**config.mk**
```make
export PLATFORM = sky130hd
export DESIGN_NAME = alu16_core
export DESIGN_NICKNAME = d
export VERILOG_FILES = /design/src/rtl/alu16_pkg.sv /design/src/rtl/alu16_addsub.sv /design/src/rtl/alu16_logic.sv /design/src/rtl/alu16_flagreg.sv /design/src/rtl/alu16_core.sv
export SDC_FILE = /design/constraint.sdc
export NUM_CORES = 1
export LEC_CHECK = 0
export ABC_AREA = 1
export BUFFER_PORTS_ARGS = -buffer_cell sky130_fd_sc_hd__buf_2
export CELL_PAD_IN_SITES_DETAIL_PLACEMENT = 1
export CELL_PAD_IN_SITES_GLOBAL_PLACEMENT = 2
export CORE_MARGIN = 8
export CORE_UTILIZATION = 29
export DETAILED_ROUTE_END_ITERATION = 8
export HOLD_SLACK_MARGIN = 0.03
export PLACE_DENSITY_LB_ADDON = 0.1
export SETUP_SLACK_MARGIN = 0.02
export SLEW_MARGIN = 25
export SYNTH_ARGS = -nofsm -noshare
export SYNTH_HDL_FRONTEND = slang
export SYNTH_SLANG_ARGS = --single-unit
```
**constraint.sdc**
```tcl
create_clock -name clk -period 5.5 [get_ports clk]
set_clock_uncertainty 0.2 [all_clocks]
set_input_delay 1.1 -clock clk [delete_from_list [all_inputs] [get_ports clk]]
set_output_delay 1.1 -clock clk [all_outputs]
set_load 0.05 [all_outputs]
```
**src/rtl/alu16_pkg.sv**
```systemverilog
package alu16_pkg;
    localparam int WORD_W = 16;
    localparam int BYTE_W = 8;
    localparam int NIB_W  = 4;

    localparam int FLG_CF = 0;
    localparam int FLG_PF = 2;
    localparam int FLG_AF = 4;
    localparam int FLG_ZF = 6;
    localparam int FLG_SF = 7;
    localparam int FLG_OF = 11;

    localparam logic [WORD_W-1:0] FLAG_MASK =
        (WORD_W'(1) << FLG_CF) | (WORD_W'(1) << FLG_PF) | (WORD_W'(1) << FLG_AF) |
        (WORD_W'(1) << FLG_ZF) | (WORD_W'(1) << FLG_SF) | (WORD_W'(1) << FLG_OF);

    typedef enum logic [3:0] {
        OP_ADD = 4'd0,
        OP_SUB = 4'd1,
        OP_AND = 4'd2,
        OP_OR  = 4'd3,
        OP_XOR = 4'd4,
        OP_INC = 4'd5,
        OP_DEC = 4'd6,
        OP_NOT = 4'd7,
        OP_SHL = 4'd8,
        OP_SHR = 4'd9
    } alu_op_e;

    typedef struct packed {
        logic cf;
        logic pf;
        logic af;
        logic zf;
        logic sf;
        logic of;
    } status_t;
endpackage

```
**src/rtl/alu16_addsub.sv**
```systemverilog
module alu16_addsub
    import alu16_pkg::*;
#(
    parameter int W = WORD_W
) (
    input  logic [W-1:0] a,
    input  logic [W-1:0] b,
    input  logic         sub,
    input  logic         byte_mode,
    output logic [W-1:0] sum,
    output logic         carry,
    output logic         aux,
    output logic         ovf
);
    localparam int BW = BYTE_W;
    localparam int NW = NIB_W;

    logic [W-1:0]  b_eff;
    logic [W:0]    full;
    logic [BW:0]   low;
    logic [NW:0]   nib;
    logic          raw_c, a_s, b_s, r_s;

    always_comb begin
        b_eff = sub ? ~b : b;
        full  = {1'b0, a} + {1'b0, b_eff} + {{W{1'b0}}, sub};
        low   = {1'b0, a[BW-1:0]} + {1'b0, b_eff[BW-1:0]} + {{BW{1'b0}}, sub};
        nib   = {1'b0, a[NW-1:0]} + {1'b0, b_eff[NW-1:0]} + {{NW{1'b0}}, sub};
        sum   = full[W-1:0];
        raw_c = byte_mode ? low[BW] : full[W];
        carry = raw_c ^ sub;
        aux   = nib[NW] ^ sub;
        a_s   = byte_mode ? a[BW-1]     : a[W-1];
        b_s   = byte_mode ? b_eff[BW-1] : b_eff[W-1];
        r_s   = byte_mode ? sum[BW-1]   : sum[W-1];
        ovf   = (a_s == b_s) && (r_s != a_s);
    end
endmodule

```
**src/rtl/alu16_logic.sv**
```systemverilog
module alu16_logic
    import alu16_pkg::*;
#(
    parameter int W = WORD_W
) (
    input  logic [W-1:0] a,
    input  logic [W-1:0] b,
    input  alu_op_e      op,
    input  logic         byte_mode,
    output logic [W-1:0] res,
    output logic         shift_out
);
    localparam int BW = BYTE_W;

    always_comb begin
        res       = '0;
        shift_out = 1'b0;
        unique case (op)
            OP_AND:  res = a & b;
            OP_OR:   res = a | b;
            OP_XOR:  res = a ^ b;
            OP_NOT:  res = ~a;
            OP_SHL: begin
                res       = {a[W-2:0], 1'b0};
                shift_out = byte_mode ? a[BW-1] : a[W-1];
            end
            OP_SHR: begin
                res       = byte_mode ? {{(W-BW+1){1'b0}}, a[BW-1:1]} : {1'b0, a[W-1:1]};
                shift_out = a[0];
            end
            default: res = '0;
        endcase
    end
endmodule

```
**src/rtl/alu16_flagreg.sv**
```systemverilog
module alu16_flagreg
    import alu16_pkg::*;
#(
    parameter int W = WORD_W
) (
    input  logic         clk,
    input  logic         rst_n,
    input  logic         upd,
    input  status_t      nxt,
    output status_t      cur,
    output logic [W-1:0] word
);
    always_ff @(posedge clk or negedge rst_n) begin
        if (!rst_n) begin
            cur <= '0;
        end else if (upd) begin
            cur <= nxt;
        end
    end

    always_comb begin
        word         = '0;
        word[FLG_CF] = cur.cf;
        word[FLG_PF] = cur.pf;
        word[FLG_AF] = cur.af;
        word[FLG_ZF] = cur.zf;
        word[FLG_SF] = cur.sf;
        word[FLG_OF] = cur.of;
    end
endmodule

```
**src/rtl/alu16_core.sv**
```systemverilog
module alu16_core
    import alu16_pkg::*;
#(
    parameter int W = WORD_W
) (
    input  logic         clk,
    input  logic         rst_n,
    input  logic [W-1:0] op_a,
    input  logic [W-1:0] op_b,
    input  logic [3:0]   op_sel,
    input  logic         byte_mode,
    input  logic         flag_we,
    output logic [W-1:0] result,
    output logic [W-1:0] flags
);
    localparam int BW = BYTE_W;

    alu_op_e      op;
    logic         valid_op, is_arith, is_incdec, as_sub;
    logic [W-1:0] as_b, as_sum, lg_res, raw_res;
    logic         as_c, as_aux, as_ovf, sh_out, msb, a_msb;
    status_t      nxt, cur;

    assign op = alu_op_e'(op_sel);

    always_comb begin
        valid_op  = (op_sel <= 4'd9);
        is_incdec = (op == OP_INC) || (op == OP_DEC);
        is_arith  = (op == OP_ADD) || (op == OP_SUB) || is_incdec;
        as_sub    = (op == OP_SUB) || (op == OP_DEC);
        as_b      = is_incdec ? W'(1) : op_b;
    end

    alu16_addsub #(.W(W)) u_addsub (
        .a(op_a), .b(as_b), .sub(as_sub), .byte_mode(byte_mode),
        .sum(as_sum), .carry(as_c), .aux(as_aux), .ovf(as_ovf)
    );

    alu16_logic #(.W(W)) u_logic (
        .a(op_a), .b(op_b), .op(op), .byte_mode(byte_mode),
        .res(lg_res), .shift_out(sh_out)
    );

    always_comb begin
        if (!valid_op)     raw_res = op_a;
        else if (is_arith) raw_res = as_sum;
        else               raw_res = lg_res;

        if (byte_mode && valid_op) result = {{(W-BW){1'b0}}, raw_res[BW-1:0]};
        else                       result = raw_res;

        msb   = byte_mode ? result[BW-1] : result[W-1];
        a_msb = byte_mode ? op_a[BW-1]   : op_a[W-1];

        nxt.zf = (result == '0);
        nxt.sf = msb;
        nxt.pf = ~^result[BW-1:0];
        nxt.cf = 1'b0;
        nxt.af = 1'b0;
        nxt.of = 1'b0;
        if (is_arith) begin
            nxt.cf = is_incdec ? cur.cf : as_c;
            nxt.af = as_aux;
            nxt.of = as_ovf;
        end else if (op == OP_SHL) begin
            nxt.cf = sh_out;
            nxt.of = msb ^ sh_out;
        end else if (op == OP_SHR) begin
            nxt.cf = sh_out;
            nxt.of = a_msb;
        end
    end

    alu16_flagreg #(.W(W)) u_flags (
        .clk(clk), .rst_n(rst_n), .upd(flag_we && valid_op),
        .nxt(nxt), .cur(cur), .word(flags)
    );
endmodule

```
==> flow_metrics.env <==
export IMPL_cp_max_fo=17
export IMPL_power_switching_uw=373
export IMPL_hp_class="flip-flop to flip-flop"
export IMPL_yosysMostFrequentCell="nand2_1"
export IMPL_synth_edf_count=0
export IMPL_dp_slack_ps=372
export IMPL_max_slew_margin_pct=49.2
export IMPL_final_area_um2=3550
export IMPL_htreeDepth=1
export IMPL_async_reset_ff_share_pct=100
export IMPL_grtUsageTotal_pct=17.4
export IMPL_synth_warnings=0
export IMPL_die_area_um2=14100
export IMPL_clock_latency_ps=230
export IMPL_met1_length_um=6060
export IMPL_drcViolationCount=0
export IMPL_syn_to_final_growth_pct=15.8
export IMPL_setup_violations=0
export IMPL_endpoint_kind="primary output"
export IMPL_status="finished, final reports clean"
export IMPL_drt_first_iter_violations=197
export IMPL_yosys_top_cells_area="ha_1, nand2_1, inv_1"
export IMPL_synth_common_cells="nand2_1, inv_1, ha_1"
export IMPL_drive_gt1_share_pct=16.4
export IMPL_totalWireLength_um=12500
export IMPL_synth_top_area_cell="ha_1"
export IMPL_reg_top3="u_flags.cur x6"
export IMPL_grt_pass1_vias=3699
export IMPL_cts_tree="yes"
export IMPL_antenna_cells=0
export IMPL_start_kind="input port"
export IMPL_pwr_share_clk_pct=11.3
export IMPL_first_pass_iters=4
export IMPL_netlist_area_um2=3070
export IMPL_irDropWorstVdd_v=0.000101
export IMPL_fin_nets=662
export IMPL_netlist_area_leader_share_pct=21.6
export IMPL_die_x_um=119
export IMPL_cts_root_buffer="clkbuf_8"
export IMPL_wl_met3_um=557
export IMPL_synth_distinct_cells=44
export IMPL_overflow=0
export IMPL_routed_via_density=5.04
export IMPL_cts_buffers=3
export IMPL_ios=72
export IMPL_seqPwrFrac_pct=9.1
export IMPL_routabilityCongestion=0.875
export IMPL_grt_max_degree=19
export IMPL_syn_instance_count=508
export IMPL_p_per_area_nw_per_um2=175
export IMPL_post_cts_resized=0
export IMPL_ctsHoldBuffers=0
export IMPL_place_area_um2=3510
export IMPL_min_period_ps=5140
export IMPL_final_max_slew_viol_count=0
export IMPL_p_leak_uw=0.00198
export IMPL_grt_pass1_wl_um=20000
export IMPL_cts_setup_buffers=0
export IMPL_internal_power_uw=247
export IMPL_hold_viol=0
export IMPL_largest_reg_flops=6
export IMPL_syn_area_per_cell_um2=6.04
export IMPL_synth_ff_type="dfrtp_1"
export IMPL_initial_utilization_pct=29.7
export IMPL_yosys_register_bits=6
export IMPL_die_h_um=119
export IMPL_top_register="u_flags.cur"
export IMPL_fin_tns_setup_ps=0
export IMPL_path_clk_slew_ps=40
export IMPL_rsz0062_at_grt="no"
export IMPL_core_area_um2=10300
export IMPL_worstPathArrival_ps=3840
export IMPL_highest_layer="met4"
export IMPL_portBuffers=61
export IMPL_clockBufferDepth=2
export IMPL_wl_per_cell_um=17.9
export IMPL_timing_final_ws_setup_ps=358
export IMPL_finalCritPeriodShare_pct=93.5
export IMPL_dp_hpwl_um=10100
export IMPL_ys_seq_area_share_pct=4.89
export IMPL_vias=3536
export IMPL_clock_sinks=6
export IMPL_fmax_ghz=0.194
export IMPL_crit_type="input port to primary output"
export IMPL_tightest_slew_ps=761
export IMPL_crit_required_ps=4200
export IMPL_comb_power_share_pct=79.6
export IMPL_wl_met2_um=5880
export IMPL_p_sw_share_pct=60.1
export IMPL_antenna_left=0
export IMPL_cap_violations=0
export IMPL_grt_antenna_before_repair=0
export IMPL_rows=37
worst max-delay path: stages:
cell and delay, ps:
buf_2 150, nor2_1 230, a22o_1 240, buf_12 190, xnor2_1 170, ha_1 270
a21o_1 210, a21oi_1 190, nand2_1 140, a31oi_1 200, xor2_1 190, nand2_1 70
a21oi_1 190, inv_1 60, buf_2 210
per-layer routing:
metal,track usage [%],vias to the layer above
met4,1.90,0
li1,-,1768
met2,29.7,73
met5,0,-
met1,23.9,1692
met3,1.56,3
power by group through the flow:
stage / combinational, uW / sequential, uW / clock (uW)
after floorplan: 332 / 85.5 / 0
after global placement: 488 / 56.7 / 0
after detailed placement: 495 / 57.4 / 0
after CTS: 497 / 56.9 / 71.7
after global routing: 544 / 57.8 / 72.9
final: 494 / 56.5 / 70.1
placed cells by master, fill, tap and decap left out, types with 3 or more instances in the layout:
cell type / netlist / final
nand3_1: 21 / 21
o22ai_1: 11 / 11
o21ai_0: 26 / 26
buf_4: 10 / 5
a211oi_1: 3 / 3
a2111oi_0: 5 / 5
inv_1: 80 / 80
conb_1: 1 / 10
inv_2: 4 / 4
buf_2: 6 / 61
a21o_1: 3 / 3
nand2_1: 132 / 132
a31oi_1: 4 / 4
nand2_2: 10 / 10
dfrtp_1: 6 / 6
a21oi_1: 26 / 26
o2111ai_1: 3 / 3
clkbuf_8: 0 / 3
xnor2_1: 19 / 19
nor2_1: 38 / 38
nand4_1: 5 / 5
xor2_1: 6 / 6
ha_1: 53 / 53
o211ai_1: 6 / 6
metrics by stage:
step / utilization [%] / std cells / hold WS, ps / total power, uW
5_1_grt: 34.4 / 702 / 308 / 675
4_1_cts: 34.4 / 702 / 284 / 625
6_report: 34.4 / 702 / 281 / 621
2_1_floorplan: - / 517 / 559 / 418
3_5_place_dp: 34.0 / 699 / 272 / 552
3_3_place_gp: 34.0 / 699 / 264 / 545
final timing paths:
path / start / end / slack, ps / cells past startpoint
max: op_sel[3] / result[10] / 360 / 15
min: u_flags.cur[2] / u_flags.cur[2] / 280 / 2
max reg2reg: u_flags.cur[3] / u_flags.cur[3] / 4660 / 2
min reg2reg: u_flags.cur[2] / u_flags.cur[2] / 280 / 2
max in group asynchronous: rst_n / u_flags.cur[1] / 4450 / 1
min in group asynchronous: rst_n / u_flags.cur[2] / 490 / 1
cell families (layout without fill, tap and decap cells):
logic type,count (synthesis),count (layout),share of synthesized area (%)
other,1,10,0.122
XOR/XNOR,25,25,7.13
AO/OA/AOI/OAI,102,102,21.1
adder cells (fa/ha/maj),54,54,22.3
AND/OR/NAND/NOR,215,215,30.2
buffers and inverters,105,154,14.3
flip-flops,6,6,4.89
final cells by class:
type                            instances  area, um2
Inverter                               84        315
Timing Repair Buffer                   67        363
Clock buffer                            3       41.3
Fill cell                            1415       6770
Tap cell                              136        170
Sequential cell                         6        150
Multi-Input combinational cell        406       2510
Power figures use the tool's default switching activity.
